--- src/rtl/rs_pkg.sv ---
`timescale 1ns/1ps
package rs_pkg;
    localparam int SYM_W = 8;
    localparam logic [SYM_W:0] FIELD_POLY = 9'h11D;
    // alpha^-1 for a primitive polynomial with constant term 1
    localparam logic [SYM_W-1:0] ALPHA_INV = FIELD_POLY[SYM_W:1];

    typedef logic [SYM_W-1:0] sym_t;

    typedef enum logic [1:0] {
        VERD_CLEAN = 2'd0,
        VERD_FIX   = 2'd1,
        VERD_BAD   = 2'd2
    } verdict_e;

    function automatic sym_t gf_mul(input sym_t a, input sym_t b);
        sym_t acc;
        sym_t sh;
        acc = '0;
        sh  = a;
        for (int i = 0; i < SYM_W; i++) begin
            if (b[i]) acc = acc ^ sh;
            if (sh[SYM_W-1]) sh = (sh << 1) ^ FIELD_POLY[SYM_W-1:0];
            else             sh = sh << 1;
        end
        return acc;
    endfunction

    function automatic sym_t gf_alpha_pow(input int e);
        sym_t acc;
        acc = sym_t'(1);
        for (int i = 0; i < e; i++) acc = gf_mul(acc, sym_t'(2));
        return acc;
    endfunction
endpackage

--- src/rtl/rs_syndrome_acc.sv ---
`timescale 1ns/1ps
module rs_syndrome_acc import rs_pkg::*; #(
    parameter int NPAR = 4
) (
    input  logic                  clk,
    input  logic                  rst,
    input  logic                  clear_i,
    input  logic                  push_i,
    input  sym_t                  din_i,
    output sym_t [NPAR-1:0]       synd_o
);
    typedef struct packed {
        sym_t [NPAR-1:0] s;
    } acc_t;

    acc_t st_d, st_q;
    sym_t root [NPAR];

    // one evaluation point per check symbol
    for (genvar g = 0; g < NPAR; g++) begin : g_root
        localparam sym_t ROOT_VAL = gf_alpha_pow(g);
        assign root[g] = ROOT_VAL;
    end

    always_comb begin
        st_d = st_q;
        if (clear_i) begin
            st_d.s = '0;
        end else if (push_i) begin
            for (int j = 0; j < NPAR; j++) begin
                st_d.s[j] = gf_mul(st_q.s[j], root[j]) ^ din_i;
            end
        end
    end

    always_ff @(posedge clk) begin
        if (rst) st_q <= '0;
        else     st_q <= st_d;
    end

    assign synd_o = st_q.s;

    // with no byte and no clear the accumulated syndromes hold
    a_r8_synd_hold: assert property (@(posedge clk) disable iff (rst)
        (!clear_i && !push_i) |=> $stable(synd_o));
endmodule

--- src/rtl/rs_err_locator.sv ---
`timescale 1ns/1ps
module rs_err_locator import rs_pkg::*; #(
    parameter int NPAR   = 4,
    parameter int CW_LEN = 255,
    localparam int IDX_W = $clog2(CW_LEN)
) (
    input  logic              clk,
    input  logic              rst,
    input  logic              start_i,
    input  sym_t [NPAR-1:0]   synd_i,
    output logic              res_valid_o,
    output verdict_e          verdict_o,
    output logic [IDX_W-1:0]  loc_o,
    output sym_t              mag_o
);
    typedef struct packed {
        logic             busy;
        logic [IDX_W-1:0] idx;
        sym_t             probe;
        logic             valid;
        verdict_e         verdict;
        logic [IDX_W-1:0] loc;
        sym_t             mag;
    } loc_t;

    loc_t st_d, st_q;
    logic all_zero;
    logic single_fit;

    always_comb begin
        all_zero   = (synd_i == '0);
        single_fit = 1'b1;
        for (int j = 0; j < NPAR - 1; j++) begin
            if (synd_i[j] == '0) single_fit = 1'b0;
        end
        for (int j = 1; j < NPAR - 1; j++) begin
            if (gf_mul(synd_i[j], synd_i[j]) != gf_mul(synd_i[j-1], synd_i[j+1]))
                single_fit = 1'b0;
        end
    end

    always_comb begin
        st_d       = st_q;
        st_d.valid = 1'b0;
        if (start_i) begin
            if (all_zero) begin
                st_d.valid   = 1'b1;
                st_d.verdict = VERD_CLEAN;
            end else if (single_fit) begin
                st_d.busy  = 1'b1;
                st_d.idx   = '0;
                // byte 0 sits at degree CW_LEN-1, i.e. alpha^-1
                st_d.probe = gf_mul(synd_i[0], ALPHA_INV);
            end else begin
                st_d.valid   = 1'b1;
                st_d.verdict = VERD_BAD;
            end
        end else if (st_q.busy) begin
            if (st_q.probe == synd_i[1]) begin
                st_d.busy    = 1'b0;
                st_d.valid   = 1'b1;
                st_d.verdict = VERD_FIX;
                st_d.loc     = st_q.idx;
                st_d.mag     = synd_i[0];
            end else if (st_q.idx == IDX_W'(CW_LEN - 1)) begin
                st_d.busy    = 1'b0;
                st_d.valid   = 1'b1;
                st_d.verdict = VERD_BAD;
            end else begin
                st_d.idx   = st_q.idx + 1'b1;
                st_d.probe = gf_mul(st_q.probe, ALPHA_INV);
            end
        end
    end

    always_ff @(posedge clk) begin
        if (rst) begin
            st_q         <= '0;
            st_q.verdict <= VERD_CLEAN;
        end else begin
            st_q <= st_d;
        end
    end

    assign res_valid_o = st_q.valid;
    assign verdict_o   = st_q.verdict;
    assign loc_o       = st_q.loc;
    assign mag_o       = st_q.mag;

    // zero syndromes give a clean verdict on the next cycle
    a_r1_zero_clean: assert property (@(posedge clk) disable iff (rst)
        (start_i && synd_i == '0) |=> (res_valid_o && verdict_o == VERD_CLEAN));
    // a repair carries the first syndrome as its value and a position inside the word
    a_r2_fix_value: assert property (@(posedge clk) disable iff (rst)
        (res_valid_o && verdict_o == VERD_FIX) |-> (mag_o == synd_i[0] && mag_o != '0
                                                   && loc_o < IDX_W'(CW_LEN)));
endmodule

--- src/rtl/rs_data_store.sv ---
`timescale 1ns/1ps
module rs_data_store import rs_pkg::*; #(
    parameter int DEPTH = 251,
    localparam int ADDR_W = $clog2(DEPTH)
) (
    input  logic              clk,
    input  logic              we_i,
    input  logic [ADDR_W-1:0] waddr_i,
    input  sym_t              wdata_i,
    input  logic [ADDR_W-1:0] raddr_i,
    output sym_t              rdata_o
);
    sym_t mem [DEPTH];

    always_ff @(posedge clk) begin
        if (we_i) mem[waddr_i] <= wdata_i;
    end

    always_comb rdata_o = mem[raddr_i];
endmodule

--- src/rtl/rs_sec_decoder.sv ---
`timescale 1ns/1ps
module rs_sec_decoder import rs_pkg::*; #(
    parameter int CW_LEN   = 255,
    parameter int DATA_LEN = 251
) (
    input  logic       clk,
    input  logic       rst,
    input  logic       in_valid,
    input  logic [7:0] in_data,
    output logic       in_ready,
    output logic       out_valid,
    output logic [7:0] out_data,
    output logic       done,
    output logic       flag_clean,
    output logic       flag_fixed,
    output logic       flag_bad
);
    localparam int NPAR   = CW_LEN - DATA_LEN;
    localparam int IDX_W  = $clog2(CW_LEN);
    localparam int ADDR_W = $clog2(DATA_LEN);

    typedef enum logic [2:0] {
        T_COLLECT, T_CHECK, T_WAIT, T_EMIT, T_FINISH
    } phase_e;

    typedef struct packed {
        phase_e           phase;
        logic [IDX_W-1:0] cnt;
        logic [IDX_W-1:0] oidx;
        verdict_e         verdict;
        logic [IDX_W-1:0] loc;
        sym_t             mag;
        logic             o_valid;
        sym_t             o_data;
        logic             o_done;
        logic             f_clean;
        logic             f_fixed;
        logic             f_bad;
    } top_t;

    top_t st_d, st_q;

    logic             push;
    logic             we;
    logic             loc_start;
    logic             clr;
    sym_t [NPAR-1:0]  synd;
    logic             res_valid;
    verdict_e         res_verdict;
    logic [IDX_W-1:0] res_loc;
    sym_t             res_mag;
    sym_t             rdata;

    assign push      = in_valid && (st_q.phase == T_COLLECT);
    assign we        = push && (st_q.cnt < IDX_W'(DATA_LEN));
    assign loc_start = (st_q.phase == T_CHECK);
    assign clr       = (st_q.phase == T_FINISH);

    rs_syndrome_acc #(.NPAR(NPAR)) u_synd (
        .clk     (clk),
        .rst     (rst),
        .clear_i (clr),
        .push_i  (push),
        .din_i   (in_data),
        .synd_o  (synd)
    );

    rs_err_locator #(.NPAR(NPAR), .CW_LEN(CW_LEN)) u_loc (
        .clk         (clk),
        .rst         (rst),
        .start_i     (loc_start),
        .synd_i      (synd),
        .res_valid_o (res_valid),
        .verdict_o   (res_verdict),
        .loc_o       (res_loc),
        .mag_o       (res_mag)
    );

    rs_data_store #(.DEPTH(DATA_LEN)) u_store (
        .clk     (clk),
        .we_i    (we),
        .waddr_i (st_q.cnt[ADDR_W-1:0]),
        .wdata_i (in_data),
        .raddr_i (st_q.oidx[ADDR_W-1:0]),
        .rdata_o (rdata)
    );

    always_comb begin
        st_d         = st_q;
        st_d.o_valid = 1'b0;
        st_d.o_done  = 1'b0;
        st_d.f_clean = 1'b0;
        st_d.f_fixed = 1'b0;
        st_d.f_bad   = 1'b0;
        unique case (st_q.phase)
            T_COLLECT: begin
                if (push) begin
                    if (st_q.cnt == IDX_W'(CW_LEN - 1)) begin
                        st_d.cnt   = '0;
                        st_d.phase = T_CHECK;
                    end else begin
                        st_d.cnt = st_q.cnt + 1'b1;
                    end
                end
            end
            T_CHECK: st_d.phase = T_WAIT;
            T_WAIT: begin
                if (res_valid) begin
                    st_d.verdict = res_verdict;
                    st_d.loc     = res_loc;
                    st_d.mag     = res_mag;
                    st_d.oidx    = '0;
                    st_d.phase   = T_EMIT;
                end
            end
            T_EMIT: begin
                st_d.o_valid = 1'b1;
                if (st_q.verdict == VERD_FIX && st_q.loc == st_q.oidx)
                    st_d.o_data = rdata ^ st_q.mag;
                else
                    st_d.o_data = rdata;
                if (st_q.oidx == IDX_W'(DATA_LEN - 1)) st_d.phase = T_FINISH;
                else                                   st_d.oidx  = st_q.oidx + 1'b1;
            end
            T_FINISH: begin
                st_d.o_done  = 1'b1;
                st_d.f_clean = (st_q.verdict == VERD_CLEAN);
                st_d.f_fixed = (st_q.verdict == VERD_FIX);
                st_d.f_bad   = (st_q.verdict == VERD_BAD);
                st_d.phase   = T_COLLECT;
            end
            default: st_d.phase = T_COLLECT;
        endcase
    end

    always_ff @(posedge clk) begin
        if (rst) begin
            st_q         <= '0;
            st_q.phase   <= T_COLLECT;
            st_q.verdict <= VERD_CLEAN;
        end else begin
            st_q <= st_d;
        end
    end

    assign in_ready   = (st_q.phase == T_COLLECT);
    assign out_valid  = st_q.o_valid;
    assign out_data   = st_q.o_data;
    assign done       = st_q.o_done;
    assign flag_clean = st_q.f_clean;
    assign flag_fixed = st_q.f_fixed;
    assign flag_bad   = st_q.f_bad;

    // exactly one class flag with done
    a_r5_one_flag: assert property (@(posedge clk) disable iff (rst)
        done |-> ($countones({flag_clean, flag_fixed, flag_bad}) == 1));
    // flags stay low outside the done cycle
    a_r5_flags_quiet: assert property (@(posedge clk) disable iff (rst)
        !done |-> ({flag_clean, flag_fixed, flag_bad} == 3'b000));
    // done directly follows the last payload beat
    a_r6_done_after_data: assert property (@(posedge clk) disable iff (rst)
        done |-> ($past(out_valid) && !out_valid));
    // no input is accepted while payload streams out
    a_r7_ready_low_on_out: assert property (@(posedge clk) disable iff (rst)
        out_valid |-> !in_ready);
endmodule

--- config.mk ---
export PLATFORM = sky130hd
export DESIGN_NAME = rs_sec_decoder
export DESIGN_NICKNAME = d
export VERILOG_FILES = /design/src/rtl/rs_pkg.sv /design/src/rtl/rs_syndrome_acc.sv /design/src/rtl/rs_err_locator.sv /design/src/rtl/rs_data_store.sv /design/src/rtl/rs_sec_decoder.sv
export SDC_FILE = /design/constraint.sdc
export NUM_CORES = 2
export LEC_CHECK = 0
export CAP_MARGIN = 20
export CORE_MARGIN = 8
export CORE_UTILIZATION = 55
export CTS_CLUSTER_SIZE = 25
export DETAILED_ROUTE_END_ITERATION = 16
export PLACE_DENSITY_LB_ADDON = 0.1
export SKIP_LAST_GASP = 1
export SYNTH_ARGS = -nofsm -noshare
export SYNTH_HDL_FRONTEND = slang
export SYNTH_SLANG_ARGS = --single-unit
--- constraint.sdc ---
create_clock -name clk -period 3.3 [get_ports clk]
set_clock_uncertainty 0.2 [all_clocks]
set_input_delay 0.495 -clock clk [delete_from_list [all_inputs] [get_ports clk]]
set_output_delay 0.495 -clock clk [all_outputs]
set_load 0.05 [all_outputs]
==> run_results.csv <==
group,metric,value,unit
cts,clock-sinks,2134,
power_and_ir_drop,seqPwrFrac,52.1,%
floorplanning,die-area,0.1723,mm^2
yosys,synth_fp_nets,4710,
cells_and_area,fill_cells,10660,
global_routing,grt_max_degree,99,
floorplanning,ios,25,
timing,maxSlewViolCount,0,
critical_path,end_kind,"flop",
yosys,synth-main-ff-cell,"edfxtp_1",
cells_and_area,syn_to_final_growth,19.56,%
critical_path,crit_slowest_cell,"mux4_2",
critical_path,cpPeakStageDelay,600,ps
power_and_ir_drop,ir_drop,564.5,uV
timing,tightest_slew,951.1,ps
critical_path,r2r_cells,9,
critical_path,crit_required,3870,ps
timing,setup_viol_count_final,28,
cells_and_area,nets,5550,
cts,clockRootBuffer,"clkbuf_16",
placement,port_buffers,24,
hold_path,hold_depth,1,
cts,cts_buffers,211,
power_and_ir_drop,p_int,44.86,mW
timing,setup_slack,-355.7,ps
timing,min_period,3656,ps
power_and_ir_drop,p_leak,34.13,nW
hold_path,hold_class,"in2reg",
power_and_ir_drop,clkPwrFrac,41.6,%
timing,fmax,273.5,MHz
cells_and_area,drive_above_1_share,33.38,%
route,vias_per_cell,6.170,
yosys,synth.ff_latch_count,2134,
timing,period_share,110.8,%
yosys,synth-edff-count,2008,
placement,gp_congestion,0.8713,
cts,clkTransAtPathRegs,60,ps
cells_and_area,seq_area,0.06286,mm^2
critical_path,path_max_fanout,8,
floorplanning,fp.dieW,415.0,um
floorplanning,die_height,415.0,um
critical_path,critPathArrivalTime,4230,ps
timing,relSlewSlack,36.59,%
power_and_ir_drop,cellPowerDensity,544.7,mW/mm^2
route,wl_per_cell,29.89,um
global_routing,grt_pass1_wl,335.3,mm
flow_run,drv_cap,0,
critical_path,cp-start-kind,"flop",
yosys,yosysSeqAreaShare,71.73,%
floorplanning,core_region_area,0.1582,mm^2
outcome,status,"finished, violations left",
global_routing,grt_remaining_overflow,0,
cells_and_area,multi_input_area,0.02382,mm^2
cts,htreeDepth,4,
yosys,yosys_warnings,0,
timing,tns,-7324,ps
placement,dp_slack,-658.4,ps
global_routing,grt_pass1_vias,47770,
yosys,synthCells,4683,
critical_path,crit_type,"reg2reg",
cts,tritoncts,"built",
critical_path,path_common_cell,"mux4_2",
cts,clock_path_buffers,3,
cts,clock_latency,850,ps
yosys,async_flop_share,0,%
yosys,netlist_area,0.08757,mm^2
global_routing,grt_use_total,26.56,%
yosys,syn_area_per_cell,18.70,um^2
yosys,synth.distinct_cells,67,
route,postRouteAntennaNets,0,
route,wirelength,232.2,mm
route,vias,47940,
cells_and_area,final_cell_mix,"2008 x edfxtp_1, 786 x buf_4, 561 x mux4_2",
timing,finalHoldViolCount,0,
route,drc_errors,0,
cells_and_area,layout_commonest_cell,"edfxtp_1",
timing,rsz0062_at_grt,"true",
placement,post-dp-hpwl,152.3,mm
global_routing,grt_antenna_before_repair,2,
power_and_ir_drop,switching_power,12.17,mW
route,drt_iter0_markers,5619,
critical_path,crit_chain,"buf_12 > buf_12 > buf_12 > mux4_2 > mux4_2 > mux4_2 > mux4_2 > xor2_1 > a211oi_1",
route,firstDrtPassIters,5,
power_and_ir_drop,switching_share,21.34,%
floorplanning,start_util,55.36,%
outcome,violations,"negative setup slack",
power_and_ir_drop,p_comb_share,6.3,%
floorplanning,rows,146,
==> cell usage after synthesis (23+ instances only) <==
master / instances / area, um^2
clkbuf_1: 143 / 536.8
xnor3_1: 23 / 518.0
a211oi_1: 52 / 390.4
a21oi_1: 89 / 445.4
nand3_1: 35 / 175.2
mux2i_1: 92 / 920.9
nor2_1: 377 / 1415
mux4_2: 561 / 12630
buf_4: 40 / 300.3
xnor2_1: 202 / 1769
nand2_1: 342 / 1284
dfxtp_1: 126 / 2522
a22oi_1: 49 / 367.9
o21ai_0: 30 / 150.1
xor2_1: 101 / 884.6
buf_1: 26 / 97.59
edfxtp_1: 2008 / 60300
buf_2: 94 / 470.5
nor2b_1: 27 / 168.9
==> stage by stage <==
stage          total power [mW]  std cells  hold slack [ps]  cell area [um^2]  util (%)
5_1_grt                   58.55       7770            64.75            104700     66.18
3_3_place_gp              33.66       7306            248.2             96090     60.74
3_5_place_dp              33.69       7306            250.0             96090     60.74
4_1_cts                   57.29       7729            42.53            104000     65.73
6_report                  57.03       7771            82.91            104700     66.19
2_1_floorplan             32.20       4683            225.5             87590         -
==> sequential cells by signal, summed over array words and instances (netlist names), 2 cells and up, named ones only <==
register / cells
u_store.mem: 2008
u_synd.synd_o: 32
u_loc.st_q: 17
st_q: 37
u_loc.loc_o: 8
out_data: 8
u_loc.mag_o: 8
u_loc.verdict_o: 2
==> worst max-delay path: cells and delay by family, from the launching register on <==
| kind | cells | cell delay, ps |
|---|---|---|
| buffers and inverters | 3 | 450 |
| multiplexers | 4 | 2160 |
| XOR/XNOR | 1 | 170 |
| flip-flops | 1 | 400 |
| AO/OA/AOI/OAI | 1 | 190 |
==> power groups by stage <==
stage,sequential (mW),combinational (mW),clock [mW]
after floorplan,30.2,1.95,0
after CTS,29.7,3.55,24.0
after detailed placement,30.3,3.42,0
after global routing,29.7,3.83,25.0
final,29.7,3.59,23.7
after global placement,30.3,3.39,0
==> timing repair <==
item                                   4_1_cts  5_1_grt
gates resized for setup                    127       80
buffers inserted                            28       40
setup endpoints to repair                   28       28
endpoints found under the hold margin       90        0
hold buffers                                 4        0
gates cloned                                 5        4
pin swaps                                   42       40
==> layout make-up <==
class                           count  area share [%]
Antenna cell                        1        0.002390
Clock buffer                      267           5.344
Clock inverter                    121           1.179
Inverter                           25         0.09918
Multi-Input combinational cell   2216           22.75
Sequential cell                  2134           60.03
Tap cell                         2072           2.476
Timing Repair Buffer              935           8.120
==> worst paths after layout <==
path                                from                           end  slack [ps]
max reg2reg                         flop      out_data[2]$_SDFFE_PP0P_        -360
min reg2reg  u_loc.loc_o[6]$_SDFFE_PP0P_         st_q[27]$_SDFFE_PP0P_         260
max                                 flop      out_data[2]$_SDFFE_PP0P_        -360
min                           in_data[3]  u_store.mem[28][3]$_DFFE_PP_          80
==> layer usage <==
layer	part of all wire, %	global-route usage (%)	up-vias
li1	-	-	20310
met1	42	38.75	25190
met2	47	41.84	2085
met3	8.3	4.844	360
met4	2.8	7.242	0
met5	0	0	-
==> kinds of logic after synthesis <==
logic type | Yosys count | synth area share, %
muxes | 667 | 15.66
adders and majority gates | 16 | 0.2286
DFF | 2134 | 71.73
buffers and inverters | 333 | 1.776
xor gates and xnor gates | 339 | 3.923
AOI/OAI and AO/OA | 324 | 2.520
and+or+nand+nor | 870 | 4.159
Power figures use the tool's default switching activity.
